$ cat src/rtl/rbw_pkg.sv
package rbw_pkg;
  localparam int unsigned BYTE_W     = 8;
  localparam int unsigned FRAME_W    = 5;
  localparam int unsigned N_LETTERS  = 4;
  localparam int unsigned SIG_PERIOD = 6;
  localparam int unsigned SF_LEN     = 12;
  localparam int unsigned ESF_LEN    = 24;
  localparam int unsigned LETTER_W   = $clog2(N_LETTERS);
  typedef logic [LETTER_W-1:0] letter_t;
endpackage

$ cat src/rtl/rbw_frame_decode.sv
module rbw_frame_decode
  import rbw_pkg::*;
(
  input  logic               esf_i,
  input  logic [FRAME_W-1:0] frame_i,
  output logic               is_sig_o,
  output letter_t            letter_o
);
  logic [FRAME_W-1:0] len, rem, quo;

  always_comb begin
    len      = esf_i ? FRAME_W'(ESF_LEN) : FRAME_W'(SF_LEN);
    rem      = frame_i % FRAME_W'(SIG_PERIOD);
    quo      = frame_i / FRAME_W'(SIG_PERIOD);
    is_sig_o = (frame_i != '0) && (frame_i <= len) && (rem == '0);
    letter_o = is_sig_o ? LETTER_W'(quo - FRAME_W'(1)) : '0;
  end
endmodule

$ cat src/rtl/rbw_sig_store.sv
module rbw_sig_store
  import rbw_pkg::*;
(
  input  logic    clk_i,
  input  logic    rst_ni,
  input  logic    cap_en_i,
  input  letter_t cap_letter_i,
  input  logic    cap_bit_i,
  input  letter_t rd_letter_i,
  output logic    rd_bit_o
);
  logic [N_LETTERS-1:0] state_q, state_d;

  for (genvar i = 0; i < N_LETTERS; i++) begin : g_letter
    assign state_d[i] = (cap_en_i && cap_letter_i == letter_t'(i)) ? cap_bit_i : state_q[i];
  end

  always_ff @(posedge clk_i or negedge rst_ni) begin
    if (!rst_ni) state_q <= '0;
    else         state_q <= state_d;
  end

  // a capture in this cycle wins over the stored state
  assign rd_bit_o = (cap_en_i && cap_letter_i == rd_letter_i) ? cap_bit_i : state_q[rd_letter_i];

  AST_CAPTURE_STORES: assert property (@(posedge clk_i) disable iff (!rst_ni)
    cap_en_i |=> state_q[$past(cap_letter_i)] == $past(cap_bit_i));
  AST_STATE_HOLDS: assert property (@(posedge clk_i) disable iff (!rst_ni)
    !cap_en_i |=> $stable(state_q));
endmodule

$ cat src/rtl/rbw_byte_hold.sv
module rbw_byte_hold
  import rbw_pkg::*;
(
  input  logic              clk_i,
  input  logic              rst_ni,
  input  logic              in_valid_i,
  input  logic [BYTE_W-1:0] in_byte_i,
  output logic [BYTE_W-1:0] cur_byte_o
);
  logic [BYTE_W-1:0] hold_q;

  always_ff @(posedge clk_i or negedge rst_ni) begin
    if (!rst_ni)         hold_q <= '0;
    else if (in_valid_i) hold_q <= in_byte_i;
  end

  assign cur_byte_o = in_valid_i ? in_byte_i : hold_q;

  AST_HOLD_LAST: assert property (@(posedge clk_i) disable iff (!rst_ni)
    !in_valid_i |=> $stable(hold_q));
endmodule

$ cat src/rtl/rbw_writeover_top.sv
module rbw_writeover_top
  import rbw_pkg::*;
(
  input  logic               clk_i,
  input  logic               rst_ni,
  input  logic               esf_mode_i,
  input  logic               in_valid_i,
  input  logic [BYTE_W-1:0]  in_byte_i,
  input  logic [FRAME_W-1:0] in_frame_i,
  input  logic               out_strobe_i,
  input  logic [FRAME_W-1:0] out_frame_i,
  output logic               out_valid_o,
  output logic [BYTE_W-1:0]  out_byte_o
);
  logic              in_is_sig, out_is_sig, sig_bit;
  letter_t           in_letter, out_letter;
  logic [BYTE_W-1:0] cur_byte;

  rbw_frame_decode u_in_dec (
    .esf_i(esf_mode_i), .frame_i(in_frame_i), .is_sig_o(in_is_sig), .letter_o(in_letter));
  rbw_frame_decode u_out_dec (
    .esf_i(esf_mode_i), .frame_i(out_frame_i), .is_sig_o(out_is_sig), .letter_o(out_letter));

  rbw_sig_store u_sig (
    .clk_i, .rst_ni,
    .cap_en_i(in_valid_i && in_is_sig), .cap_letter_i(in_letter), .cap_bit_i(in_byte_i[0]),
    .rd_letter_i(out_letter), .rd_bit_o(sig_bit));

  rbw_byte_hold u_hold (
    .clk_i, .rst_ni, .in_valid_i, .in_byte_i, .cur_byte_o(cur_byte));

  always_ff @(posedge clk_i or negedge rst_ni) begin
    if (!rst_ni) begin
      out_valid_o <= 1'b0;
      out_byte_o  <= '0;
    end else begin
      out_valid_o <= out_strobe_i;
      if (out_strobe_i) out_byte_o <= {cur_byte[BYTE_W-1:1], out_is_sig ? sig_bit : cur_byte[0]};
    end
  end

  AST_VALID_AFTER_STROBE: assert property (@(posedge clk_i) disable iff (!rst_ni)
    out_strobe_i |=> out_valid_o);
  AST_NO_STRAY_VALID: assert property (@(posedge clk_i) disable iff (!rst_ni)
    !out_strobe_i |=> !out_valid_o);
  AST_UPPER_PASS: assert property (@(posedge clk_i) disable iff (!rst_ni)
    out_strobe_i |=> out_byte_o[BYTE_W-1:1] == $past(cur_byte[BYTE_W-1:1]));
  AST_NONSIG_LSB_PASS: assert property (@(posedge clk_i) disable iff (!rst_ni)
    out_strobe_i && !out_is_sig |=> out_byte_o[0] == $past(cur_byte[0]));
  AST_SIG_LSB_WRITE: assert property (@(posedge clk_i) disable iff (!rst_ni)
    out_strobe_i && out_is_sig |=> out_byte_o[0] == $past(sig_bit));
endmodule

$ cat config.mk
export PLATFORM = sky130hd
export DESIGN_NAME = rbw_writeover_top
export DESIGN_NICKNAME = d
export VERILOG_FILES = /design/src/rtl/rbw_pkg.sv /design/src/rtl/rbw_frame_decode.sv /design/src/rtl/rbw_sig_store.sv /design/src/rtl/rbw_byte_hold.sv /design/src/rtl/rbw_writeover_top.sv
export SDC_FILE = /design/constraint.sdc
export NUM_CORES = 1
export LEC_CHECK = 0
export ABC_AREA = 1
export ABC_CLOCK_PERIOD_IN_PS = 870
export BUFFER_PORTS_ARGS = -buffer_cell sky130_fd_sc_hd__buf_2
export CAP_MARGIN = 0
export CORE_MARGIN = 10
export CORE_UTILIZATION = 25
export CTS_CLUSTER_SIZE = 14
export DETAILED_ROUTE_END_ITERATION = 10
export PLACE_DENSITY = 0.47
export REMOVE_ABC_BUFFERS = 1
export SYNTH_ARGS = -nofsm -noshare
export SYNTH_HDL_FRONTEND = slang
export SYNTH_SLANG_ARGS = --single-unit
$ cat constraint.sdc
create_clock -name clk_i -period 0.87 [get_ports clk_i]
set_input_delay 0.0435 -clock clk_i [delete_from_list [all_inputs] [get_ports clk_i]]
set_output_delay 0.0435 -clock clk_i [all_outputs]
set_load 0.005 [all_outputs]
==> out/results.txt <==
vias in the first global route - 1815
via count - 1766
Tightest Hold Check Type - primary input to flop
Max Cap Viol - 0
Post-synth EDFFs - 0
synthesis-stage register bit count - 21
Routed WL per cell - 10.5 µm
Primary FF master, synth - dfrtp_1
Worst slew margin - 0.698
Cell variety after synth - 26
CTS Buffer Depth - 2
initial drt markers - 36
Startpoint Class - primary input
maximum VDD drop - 1300 µV
num ports - 32
largest net degree at the start of global routing - 22
sequential area share after synthesis - 0.314
Sw Share - 0.334
detailed placer's ending HPWL - 3.45 mm
Vias/cell - 4.22
FF-to-FF End - out_byte_o[0]
num rows - 29
share of cells above drive strength 1 - 0.522
Post-Place Setup Slack - -1.83 ns
Final Max Tran Viols - 0
Area Overhead vs Synth - 66.1%
status - finished, violations left
worst slew pin tran - 0.453 ns
hold path depth - 2
WL final - 4.37 mm
Req. time, crit path - 1.06 ns
pwr dens - 1190 nW/µm²
PortBufs - 31
Final WS setup - -1.27 ns
Routed Antenna Nets - 0
initial antenna violation count - 0
Worst R2R Start - u_sig.state_q[0]
CTS tree - yes
FMAX - 467 MHz
post-layout min period - 2.14 ns
Tot GR Track Use - 0.0839
grt total ovfl - 0
Leak - 1.47 nW
post-synthesis cell area - 1670 µm²
Worst-path clk slew - 0.07 ns
worst reg-to-reg setup slack - -0.13 ns
top cells by area, synth - dfrtp_1, nand2_1, inv_1
Final Net Count - 374
die footprint - 10400 µm²
type of the worst setup path - primary input to flop
routability cong. - 0.767
Clock Latency Late Sink - 0.26 ns
clk_skew - 0.00275 ns
Post-route DRC - 0
Starting Density - 0.261
Ant. Diodes - 0
Post-Synthesis Cells - 243
combinational share of power - 0.457
P_int - 0.00220 W
worst hold margin - 0.0340 ns
Synth warnings - 0
Final Hold Fails - 0
clock share of power - 0.188
Data arrival, critical path - 2.33 ns
final setup vio count - 5
Yosys top cell by area - dfrtp_1
Worst setup EP type - flop
Core Region - 6420 µm²
min-delay src - in_byte_i[2]
Critical Path Fanout Max - 4
Clock Root Buffer - clkbuf_8
Yosys top cell area share - 0.314
Async SR Flop Fraction - 1.00
Sw Pwr - 0.00111 W
wire length of the first global-routing pass - 7.47 mm
die width - 102 µm
crit share post-route - 2.46
TritonCTS Buffers - 3
# H-tree levels - 1
RSZ-0062 raised after global routing - yes
Hold EP - u_hold.hold_q[2]
failing checks - setup timing
first-pass detailed-route iteration total - 4
sequential group share of total power - 0.355
Syn Area/Cell - 6.89 µm²
die height - 102 µm
clk sinks - 21
FF-to-FF path depth - 6
-- cell type report --
type	count	area [µm²]
clock buffers	4	45.0
repair buffers	96	701
multi-input cells	174	1240
flip-flops and latches	21	526
well taps	77	96.3
inverters	46	175
fillers	664	3640
-- cell usage after synthesis, types with 2 or more instances --
cell type  number
nand2_1        70
inv_1          45
dfrtp_1        21
nand3_1        20
nor2_1         19
nand2_2        11
ha_1            9
mux2_2          7
a21oi_1         5
nand4_1         5
nor2_2          5
o21ai_0         5
nand3_2         4
o22ai_1         3
nor2_4          2
o211ai_1        2
-- what timing repair did --
action	4_1_cts	5_1_grt
resized for setup	37	51
hold endpoints to repair	21	0
setup buffers	4	4
pin swaps	21	24
endpoints found under the setup margin	5	10
hold buffers	1	0
-- per-layer routing --
layer / global-route usage / part of all wire / vias up
met5: 0 / 0 / -
met4: 0.00976 / 0.0094 / 0
met3: 0.0175 / 0.022 / 4
met2: 0.152 / 0.51 / 18
met1: 0.103 / 0.46 / 784
li1: - / - / 960
-- through the flow --
step | area, µm² | utilization | setup TNS [ns] | power (W) | instances
2_1_floorplan | 1660 | - | -7.58 | 0.00182 | 241
3_3_place_gp | 2340 | 0.365 | -8.65 | 0.00241 | 405
3_5_place_dp | 2340 | 0.365 | -9.03 | 0.00241 | 405
4_1_cts | 2560 | 0.398 | -6.14 | 0.00319 | 414
5_1_grt | 2780 | 0.433 | -7.42 | 0.00359 | 418
6_report | 2780 | 0.433 | -6.16 | 0.00331 | 418
-- state kept, by name, summed over array words and instances (netlist names) --
register	cells
out_valid_o	1
u_sig.state_q	4
out_byte_o	8
u_hold.hold_q	8
-- power groups by stage --
stage / Combinational (W) / Clock, W / Sequential, W
final: 0.00151 / 0.000623 / 0.00117
after CTS: 0.00136 / 0.000654 / 0.00118
after global placement: 0.00121 / 0 / 0.00120
after floorplan: 0.000636 / 0 / 0.00119
after detailed placement: 0.00122 / 0 / 0.00120
after global routing: 0.00171 / 0.000695 / 0.00119
-- critical path: stages --
cell and delay, ns:
buf_8 0.11, ha_4 0.17, inv_4 0.07, nand2_2 0.07
nand2_4 0.08, buf_6 0.09, nand3_1 0.06, o21bai_1 0.23
nand2_2 0.10, nand2_2 0.08, inv_2 0.04, ha_4 0.15
inv_2 0.06, nand2_4 0.05, nor2_4 0.16, nand2_4 0.08
nand2_2 0.07, nand2_2 0.04, nor2_2 0.08, nand2_2 0.08
inv_2 0.08, nand3_1 0.07, nand2_1 0.06, nand3_1 0.07
a21oi_1 0.15
-- worst max-delay path by stage --
stage                        from          endpoint  slack, ns  depth (start not counted)
finish              in_frame_i[3]     out_byte_o[0]      -1.27                         25
global route        in_frame_i[3]  u_sig.state_q[3]      -1.54                         25
CTS                 in_frame_i[3]  u_sig.state_q[3]      -1.28                         25
detailed placement  in_frame_i[3]  u_sig.state_q[2]      -1.83                         24
global placement    in_frame_i[3]  u_sig.state_q[2]      -1.75                         24
floorplan           in_frame_i[3]     out_byte_o[0]      -1.54                         23
-- kinds of logic after synthesis --
logic type / share of synthesized area
AOI/OAI and AO/OA: 0.0717
adders and majority gates: 0.0673
buffers and inverters: 0.114
DFF: 0.314
muxes: 0.0471
and+or+nand+nor: 0.386
-- cell usage in the layout, fill, tap and decap left out, drive strengths merged --
cell	instances
a21oi	6
dlygate4sd3	1
nor2	26
ha	9
o22ai	3
a31oi	1
nand2	81
o21ai	7
nand3	24
o21bai	1
buf	95
mux2	7
o211ai	2
dfrtp	21
nand4	6
inv	46
clkbuf	4
nor4	1
(Power assumes the default switching activity.)
